## src/rtl/bcd_clock_pkg.sv

```systemverilog
`timescale 1ns/1ps
package bcd_clock_pkg;

  localparam int FIELDS     = 3;
  localparam int FIELD_SEC  = 0;
  localparam int FIELD_MIN  = 1;
  localparam int FIELD_HOUR = 2;

  // strobes from control to datapath, all valid for one cycle
  typedef struct packed {
    logic secTick;
    logic setHour;
    logic setMin;
    logic setSec;
  } clk_strobe_t;

  typedef struct packed {
    logic [3:0] tens;
    logic [3:0] units;
  } bcd_pair_t;

  // next value of a digit pair that wraps to 00 after lastTens:lastUnits
  function automatic bcd_pair_t bcdNext(bcd_pair_t cur, logic [3:0] lastTens,
                                        logic [3:0] lastUnits);
    bcd_pair_t nxt;
    if (cur.tens == lastTens && cur.units == lastUnits) begin
      nxt = '0;
    end else if (cur.units == 4'd9) begin
      nxt.tens  = cur.tens + 4'd1;
      nxt.units = 4'd0;
    end else begin
      nxt.tens  = cur.tens;
      nxt.units = cur.units + 4'd1;
    end
    return nxt;
  endfunction

endpackage

```

## src/rtl/time_ctrl.sv

```systemverilog
`timescale 1ns/1ps
module time_ctrl
  import bcd_clock_pkg::*;
#(
  parameter int MS_DIV     = 50000,
  parameter int MS_PER_SEC = 1000
) (
  input  logic        clk,
  input  logic        rstN,
  input  logic [2:0]  setRaw,   // {hour, minute, second}
  output clk_strobe_t strobes
);

  localparam int PRE_W = (MS_DIV > 1) ? $clog2(MS_DIV) : 1;
  localparam int MS_W  = (MS_PER_SEC > 1) ? $clog2(MS_PER_SEC) : 1;
  localparam logic [PRE_W-1:0] PRE_LAST = PRE_W'(MS_DIV - 1);
  localparam logic [MS_W-1:0]  MS_LAST  = MS_W'(MS_PER_SEC - 1);

  logic [PRE_W-1:0] preCnt;
  logic [MS_W-1:0]  msCnt;
  logic             msTick;
  logic [2:0]       syncNew, syncOld, setPulse;

  assign msTick = (preCnt == PRE_LAST);

  always_ff @(posedge clk or negedge rstN) begin
    if (!rstN) begin
      preCnt <= '0;
    end else if (msTick) begin
      preCnt <= '0;
    end else begin
      preCnt <= preCnt + 1'b1;
    end
  end

  always_ff @(posedge clk or negedge rstN) begin
    if (!rstN) begin
      msCnt <= '0;
    end else if (msTick) begin
      msCnt <= (msCnt == MS_LAST) ? '0 : msCnt + 1'b1;
    end
  end

  // two-flop sampling and rising-edge detection for each set input
  for (genvar g = 0; g < 3; g++) begin : gSetEdge
    always_ff @(posedge clk or negedge rstN) begin
      if (!rstN) begin
        syncNew[g] <= 1'b0;
        syncOld[g] <= 1'b0;
      end else begin
        syncNew[g] <= setRaw[g];
        syncOld[g] <= syncNew[g];
      end
    end
    assign setPulse[g] = syncNew[g] & ~syncOld[g];
  end

  assign strobes.secTick = msTick && (msCnt == MS_LAST);
  assign strobes.setHour = setPulse[2];
  assign strobes.setMin  = setPulse[1];
  assign strobes.setSec  = setPulse[0];

endmodule

```

## src/rtl/time_datapath.sv

```systemverilog
`timescale 1ns/1ps
module time_datapath
  import bcd_clock_pkg::*;
(
  input  logic        clk,
  input  logic        rstN,
  input  clk_strobe_t strobes,
  output bcd_pair_t   secPair,
  output bcd_pair_t   minPair,
  output bcd_pair_t   hourPair
);

  bcd_pair_t        pairQ [FIELDS];
  logic [FIELDS-1:0] carryIn;
  logic [FIELDS-1:0] setVec;
  logic [FIELDS-1:0] advance;

  assign setVec     = {strobes.setHour, strobes.setMin, strobes.setSec};
  assign carryIn[0] = strobes.secTick;
  assign advance    = carryIn | setVec;   // set and carry together give one step

  for (genvar g = 0; g < FIELDS; g++) begin : gField
    localparam logic [3:0] LAST_T = (g == FIELD_HOUR) ? 4'd2 : 4'd5;
    localparam logic [3:0] LAST_U = (g == FIELD_HOUR) ? 4'd3 : 4'd9;

    always_ff @(posedge clk or negedge rstN) begin
      if (!rstN) begin
        pairQ[g] <= '0;
      end else if (advance[g]) begin
        pairQ[g] <= bcdNext(pairQ[g], LAST_T, LAST_U);
      end
    end

    if (g < FIELDS - 1) begin : gCarry
      logic atLast;
      assign atLast       = (pairQ[g].tens == LAST_T) && (pairQ[g].units == LAST_U);
      // only the timed carry propagates; a set step never carries
      assign carryIn[g+1] = carryIn[g] & atLast;
    end
  end

  assign secPair  = pairQ[FIELD_SEC];
  assign minPair  = pairQ[FIELD_MIN];
  assign hourPair = pairQ[FIELD_HOUR];

endmodule

```

## src/rtl/bcd_time_counter.sv

```systemverilog
`timescale 1ns/1ps
module bcd_time_counter
  import bcd_clock_pkg::*;
#(
  parameter int MS_DIV     = 50000,
  parameter int MS_PER_SEC = 1000
) (
  input  logic       clk,
  input  logic       rstN,
  input  logic       setHourIn,
  input  logic       setMinIn,
  input  logic       setSecIn,
  output logic [3:0] hourTens,
  output logic [3:0] hourUnits,
  output logic [3:0] minTens,
  output logic [3:0] minUnits,
  output logic [3:0] secTens,
  output logic [3:0] secUnits,
  output logic       secTick
);

  clk_strobe_t strobes;
  bcd_pair_t   secPair, minPair, hourPair;

  time_ctrl #(.MS_DIV(MS_DIV), .MS_PER_SEC(MS_PER_SEC)) u_ctrl (
    .clk     (clk),
    .rstN    (rstN),
    .setRaw  ({setHourIn, setMinIn, setSecIn}),
    .strobes (strobes)
  );

  time_datapath u_dp (
    .clk      (clk),
    .rstN     (rstN),
    .strobes  (strobes),
    .secPair  (secPair),
    .minPair  (minPair),
    .hourPair (hourPair)
  );

  assign hourTens  = hourPair.tens;
  assign hourUnits = hourPair.units;
  assign minTens   = minPair.tens;
  assign minUnits  = minPair.units;
  assign secTens   = secPair.tens;
  assign secUnits  = secPair.units;
  assign secTick   = strobes.secTick;

endmodule

```

## config.mk

```make
export PLATFORM = sky130hd
export DESIGN_NAME = bcd_time_counter
export DESIGN_NICKNAME = d
export VERILOG_FILES = /design/src/rtl/bcd_clock_pkg.sv /design/src/rtl/time_ctrl.sv /design/src/rtl/time_datapath.sv /design/src/rtl/bcd_time_counter.sv
export SDC_FILE = /design/constraint.sdc
export NUM_CORES = 1
export LEC_CHECK = 0
export BUFFER_PORTS_ARGS = -buffer_cell sky130_fd_sc_hd__buf_4
export CAP_MARGIN = 10
export CORE_UTILIZATION = 45
export DETAILED_ROUTE_END_ITERATION = 8
export PLACE_DENSITY = 0.72
export SLEW_MARGIN = 20
export SYNTH_ARGS = -nofsm -noshare
export SYNTH_HDL_FRONTEND = slang
export SYNTH_HIERARCHICAL = 1
export SYNTH_SLANG_ARGS = --single-unit
```

## constraint.sdc

```tcl
create_clock -name clk -period 2.6 [get_ports clk]
set_input_delay 0.39 -clock clk [delete_from_list [all_inputs] [get_ports clk]]
set_output_delay 0.39 -clock clk [all_outputs]
set_load 0.01 [all_outputs]
```

==> reports/results.tsv, run 1 <==
metric	value	unit
status	completed	
Via density	5.569	
type of destination of the critical path	flop	
Cell Chain, Critical Path	ha_2, nand4_1, or4b_4, nor2_4, and4b_2, buf_6, a41oi_4, or4b_4, xnor2_1	
Util after Layout	56.05	%
die width	80.74	um
worst vdd ir	0.0004083	V
dpl cell area	3181	um2
syn_area_per_cell	10.65	um2
worst path bufs/invs	1	
Fill cells	534	
initial antenna violation count	0	
P_int	1574	uW
Antenna Nets Post-Route	0	
count of cell types in the netlist	51	
Ports	30	
DRT Wirelength	5.463	mm
total gr overflow	0	
critical path arrival	2.79	ns
diode count	0	
Total GRT Usage	17.85	%
most frequent CP cell	or4b_4	
Comb pwr share	29.2	%
R2R depth	9	
Post-synth EDFFs	0	
Flop pwr share	50.4	%
fin crit period	2.594	ns
area grow syn2layout	19.64	%
Setup violations, final	0	
clock power share	20.4	%
largest net degree at the start of global routing	57	
met1 Resource Use GR	21.24	%
Slew HR	53.63	%
Worst Hold Class	input port to async pin	
critical path depth	9	
DRT iter0 DRCs	105	
CTS tree	built	
DR pass1 iterations	4	
Leak	0.001470	uW
final slew viol count	0	
clock buffer depth	2	
syn nets	279	
Main synth FF type	dfrtp_1	
busiest grt layer	met2	
PwrDens	714.9	nW/um2
average routed wire per standard cell	14.19	um
startpoint types	flop	
sw frac	34.03	%
cell family with most CP delay	simple AND/OR/NAND/NOR gates	
via count	2144	
post-synthesis instance total	262	
total of max-cap violations	0	
r2r setup slk	0.006	ns
Seq cells post-synth	56	
Num CTS Buffers	5	
Root Driver	clkbuf_8	
worst clock skew	0.01027	ns
fin area	3338	um2
CP max stage delay	0.52	ns
Worst EP required	2.80	ns
row count	28	
nets@finish	326	
layout cell share with drive strength beyond 1	24.52	%
slowest CP cell	or4b_4	
Crit Path Class	flop to flop	
post-DP HPWL	3.872	mm
period utilization	99.79	%
RSZ-0062 raised after global routing	true	
Tightest Pin Transition	0.6955	ns
grt met2 use	32.12	%
Max Fclk	0.3854	GHz
routability cong.	0.8319	
worst-skew pair later-pin latency	0.31	ns
Cell Area, Synth	2790	um2
Yosys Warn Count	6	
total core area	5956	um2
ys async rst share	100.0	%
Net Switching	812.0	uW
clock sinks	56	
Initial Util	46.85	%
first-pass GRT wire length	8.963	mm
sequential element share of the synthesized area	50.22	%
DRC Markers	0	
Final Hold Viols	0	
Port-buffer cells	29	
maximum level of the CTS H-tree	2	
maximum fanout along the worst path	6	
area of the die	6519	um2
die span in y	80.74	um
met3 Track Usage GR	3.708	%
Worst-path clk slew	0.09	ns
number of global-route vias before repair	2034	
Yosys cell counts, types with 2 or more instances:
cell type  number  share of area, %
o21ai_0        15               2.7
nand4_1        10               2.2
or3_1           4              0.90
dfrtp_1        56                50
inv_1          13               1.7
a21oi_1         6               1.1
mux2i_1         4               1.4
xor2_1          5               1.6
ha_1           12               5.4
nor2_1         17               2.3
xnor2_1        13               4.1
o41ai_1         2              0.63
or4b_1          3               1.1
nand3_1        15               2.7
and2_1          2              0.45
o31ai_1         8               2.2
buf_2           2              0.36
nor3_1          8               1.4
nor2b_1         3              0.67
and3b_2         3               1.1
and4bb_2        2              0.90
a21o_1          2              0.54
mux2_2          3               1.2
nor4_1          2              0.45
or4_1           4               1.1
and3_1          2              0.45
nand2_1        22               3.0
metal layers:
layer	wire, um	share of wire [%]
met5	0	0
met4	76	1.4
met3	206	3.8
met2	2786	51
met1	2394	44
power groups by stage:
stage | combinational (uW) | sequential [uW] | clock (uW)
2_1_floorplan | 327 | 1240 | 0
3_3_place_gp | 655 | 1210 | 0
3_5_place_dp | 680 | 1220 | 0
4_1_cts | 685 | 1200 | 507
5_1_grt | 782 | 1240 | 538
6_report | 696 | 1200 | 488
area by class of cell:
| type | instances | area [um2] | share of cell area, % |
|---|---|---|---|
| well taps | 75 | 93.84 | 2.811 |
| multi-input cells | 189 | 1369 | 41.00 |
| clock buffers | 7 | 86.33 | 2.586 |
| clock inverters | 1 | 7.507 | 0.2249 |
| inverters | 13 | 48.80 | 1.462 |
| flip-flops and latches | 56 | 1401 | 41.98 |
| repair buffers | 44 | 331.6 | 9.933 |
through the flow:
step	setup TNS (ns)	cells	power [uW]	hold WS (ns)	worst slack (ns)
2_1_floorplan	-0.08879	262	1566	0.09441	-0.05794
3_3_place_gp	0	373	1867	0.3528	0.07709
3_5_place_dp	0	373	1899	0.3598	0.008658
4_1_cts	0	381	2393	0.1466	0.001675
5_1_grt	-0.2683	385	2558	0.1724	-0.08655
6_report	0	385	2387	0.1152	0.005528
flip-flops by register name, indices dropped and copies added, names as in the netlist:
signal	count
u_ctrl/preCnt	16
u_ctrl/syncOld	3
u_dp/secPair	8
u_dp/hourPair	8
u_ctrl/msCnt	10
u_dp/minPair	8
u_ctrl/syncNew	3
cell usage in the layout, fill, tap and decap left out, drive strengths merged, types with 10 or more instances in the layout:
cell type / synthesis / routed
buf: 2 / 43
dfrtp: 56 / 56
ha: 12 / 12
inv: 13 / 13
nand2: 22 / 22
nand3: 16 / 16
nand4: 10 / 10
nor2: 17 / 17
o21ai: 16 / 16
xnor2: 13 / 13
worst register-to-register path, cell delays in order, from the launching register on:
cell and delay, ns:
dfrtp_1 0.38, ha_2 0.19, nand4_1 0.11, or4b_4 0.52, nor2_4 0.12, and4b_2 0.27, buf_6 0.11, a41oi_4 0.16
or4b_4 0.51, xnor2_1 0.13
cells by family after synthesis:
logic type / count (synthesis) / synth area share [%]
simple gates: 107 / 22.47
buf+inv: 17 / 2.421
mux: 7 / 2.646
xor+xnor: 18 / 5.650
compound gates: 45 / 11.21
flops: 56 / 50.22
fa+ha+maj: 12 / 5.381
path summary, 6_finish.rpt:
| kind | startpoint | endpoint |
|---|---|---|
| setup / recovery | u_ctrl/msCnt[1] | u_dp/hourPair[6] |
| hold / removal | rstN | u_dp/hourPair[3] |
| setup reg to reg | u_ctrl/msCnt[1] | u_dp/hourPair[6] |
| hold reg to reg | u_ctrl/syncNew[2] | u_ctrl/syncOld[2] |
| max in group asynchronous | rstN | u_dp/secPair[0] |
| min in group clk | setMinIn | u_ctrl/syncNew[1] |
repair_timing:
action / 4_1_cts / 5_1_grt
endpoints found under the setup margin: 0 / 12
setup buffers: 0 / 4
gates resized for setup: 0 / 9
hold buffers: 0 / 0
Note: power is estimated with default switching activity, not from simulation.
==> run 2: changes to the inputs <==
--- a/config.mk
+++ b/config.mk
@@ -7,9 +7,10 @@
 export LEC_CHECK = 0
 export BUFFER_PORTS_ARGS = -buffer_cell sky130_fd_sc_hd__buf_4
 export CAP_MARGIN = 10
-export CORE_UTILIZATION = 45
+export CORE_UTILIZATION = 33
+export CTS_BUF_LIST = sky130_fd_sc_hd__clkbuf_2 sky130_fd_sc_hd__clkbuf_4 sky130_fd_sc_hd__clkbuf_8
 export DETAILED_ROUTE_END_ITERATION = 8
-export PLACE_DENSITY = 0.72
+export PLACE_DENSITY = 0.56
 export SLEW_MARGIN = 20
 export SYNTH_ARGS = -nofsm -noshare
 export SYNTH_HDL_FRONTEND = slang
==> constraint.sdc (replaced) <==
create_clock -name clk -period 3.05 [get_ports clk]
set_input_delay 0.4575 -clock clk [delete_from_list [all_inputs] [get_ports clk]]
set_output_delay 0.4575 -clock clk [all_outputs]
set_load 0.01 [all_outputs]
==> run 2 against run 1 <==
Net effect:
- die area up 35%
- first-iteration DRC count down 25%
- clock skew is 0.0017 ns lower
- wire length fell by 6.0%
- via count decreased by 6.5%
- sequential cell count is the same
- sequential share of layout area rose by 1.5 points
- clock power decreased by 18%
- non-clock buffer count is 14 lower
- power down 17%
- register-to-register slack better by 0.22 ns
==> reports/results.tsv, run 2 (same netlist as run 1, synthesis figures left out) <==
metric	value	unit	change
Leak	0.001391	uW	-5.4%
Worst Hold Class	input port to async pin		
Total GRT Usage	12.49	%	-5.4 points
clock power share	20.2	%	-0.2 points
clock sinks	56		unchanged
nets@finish	312		-4.3%
layout cell share with drive strength beyond 1	18.24	%	-6.3 points
Max Fclk	0.3543	GHz	-8.1%
diode count	0		unchanged
total core area	8217	um2	+38%
commonest cells after routing, fill and taps aside	dfrtp_1, buf_4, nand2_1, nor2_1		
period utilization	92.54	%	-7.2 points
Final TNS setup	0	ns	unchanged
Num CTS Buffers	5		unchanged
Via density	4.998		-10%
largest net degree at the start of global routing	57		unchanged
die span in y	93.95	um	+16%
Worst EP required	3.25	ns	+0.45 ns
Antenna Nets Post-Route	0		unchanged
Comb pwr share	28.3	%	-0.9 points
first-pass GRT wire length	8.769	mm	-2.2%
fin area	3219	um2	-3.6%
Place WS	0.1577	ns	+0.1491 ns
status	completed		
setup bufs post-CTS	0		unchanged
cell count after placement	393		+5.4%
total of max-cap violations	0		unchanged
DRT iter0 DRCs	79		-25%
final slew viol count	0		unchanged
average routed wire per standard cell	12.81	um	-9.7%
area grow syn2layout	15.38	%	
Most flops, register	u_ctrl/preCnt		
row count	33		+18%
startpoint types	flop		
Setup violations, final	0		unchanged
Final Hold Viols	0		unchanged
slowest CP cell	or4_1		
Tightest Pin Transition	0.8160	ns	+0.1205 ns
Hold WS	0.1837	ns	+0.06852 ns
worst clock skew	0.008592	ns	-0.001675 ns
Worst-path clk slew	0.10	ns	about the same
Root Driver	clkbuf_8		
number of global-route vias before repair	1881		-7.5%
CP max stage delay	0.57	ns	+0.05 ns
worst vdd ir	0.0002128	V	-48%
maximum level of the CTS H-tree	2		unchanged
RSZ-0062 raised after global routing	false		
clock buffer depth	2		unchanged
DR pass1 iterations	5		+1
PwrDens	618.0	nW/um2	-14%
routability cong.	0.8194		-1.5%
biggest regs	u_ctrl/preCnt (16), u_ctrl/msCnt (10)		
Cell Chain, Critical Path	ha_1, nand4_1, or4b_4, nor2_1, and4b_1, a41oi_4, or4_1, xnor2_1		
Initial Util	33.96	%	-13 points
CTS tree	built		
Ports	30		unchanged
Crit Path Class	flop to flop		
worst-skew pair later-pin latency	0.31	ns	about the same
post-DP HPWL	3.703	mm	-4.4%
setup ws final	0.2274	ns	+0.2219 ns
initial antenna violation count	0		unchanged
die width	93.95	um	+16%
Net Switching	682.3	uW	-16%
Port-buffer cells	29		unchanged
DRC Markers	0		unchanged
sw frac	34.29	%	+0.27 points
most common cell after layout, fill and taps aside	dfrtp_1		
total gr overflow	0		unchanged
maximum fanout along the worst path	10		+4
Slew HR	45.60	%	-8.0 points
fin crit period	2.823	ns	+0.2281 ns
dpl cell area	3128	um2	-1.7%
Finished Layout Cells	401		+4.2%
P_int	1307	uW	-17%
DRT Wirelength	5.137	mm	-6.0%
critical path arrival	3.02	ns	+0.23 ns
Flop pwr share	51.5	%	+1.1 points
via count	2004		-6.5%
max FFs per register	16		unchanged
area of the die	8827	um2	+35%
type of destination of the critical path	flop		
## run 2: changes by cell type in the layout (fill, tap and decap cells not counted), sizes merged
cell	before	now
buf	43	30
clkbuf	8	5
clkinv	0	3
clkinvlp	1	0
## run 2: power by group through the flow
stage               Sequential [uW]  Clock, uW  Combinational (uW)
floorplan                      1060          0                 278
global placement               1040          0                 567
detailed placement             1040          0                 571
CTS                            1030        423                 573
global route                   1060        452                 640
finish                         1020        402                 563
## run 2: timing repair
item                       CTS  global route
hold endpoints to repair     0             0
setup endpoints to repair    0             4
resized for setup            0             1
hold buffers                 0             0
## run 2: area by class of cell
type	instances	area [um2]
fill	805	4997
sequential	56	1401
multi-input combinational	189	1325
timing repair buffer	30	225.2
tap	105	131.4
clock buffer	5	68.82
inverter	13	48.80
clock inverter	3	18.77
## run 2: path summary, 6_finish.rpt
path | to | startpoint | cells past startpoint | slack, ns
min | u_dp/minPair[2] | rstN | 1 | 0.18
min reg2reg | u_ctrl/syncOld[2] | u_ctrl/syncNew[2] | 0 | 0.38
max reg2reg | u_dp/hourPair[7] | u_ctrl/msCnt[0] | 8 | 0.23
min in group clk | u_ctrl/syncNew[1] | setMinIn | 1 | 0.25
max | u_dp/hourPair[7] | u_ctrl/msCnt[0] | 8 | 0.23
max in group asynchronous | u_ctrl/preCnt[9] | rstN | 1 | 2.39
## run 2: layer usage
layer / vias up / track usage (%) / part of all wire [%]
met4: 0 / 3.846 / 1.5
met3: 6 / 2.508 / 2.9
met1: 947 / 16.92 / 51
li1: 1022 / - / -
met2: 29 / 20.01 / 44
met5: - / 0 / 0
## run 2: metrics by stage
stage | utilization, % | power [uW]
CTS | 39.14 | 2023
finish | 39.18 | 1990
global placement | 38.07 | 1606
global route | 39.18 | 2148
detailed placement | 38.07 | 1612
floorplan | - | 1334
## run 2: worst max-delay path: cells and delay by family (launching register included)
| family | cells | cell delay, ns |
|---|---|---|
| xor+xnor | 1 | 0.14 |
| flops | 1 | 0.39 |
| fa+ha+maj | 1 | 0.22 |
| simple gates | 5 | 1.76 |
| compound gates | 1 | 0.21 |
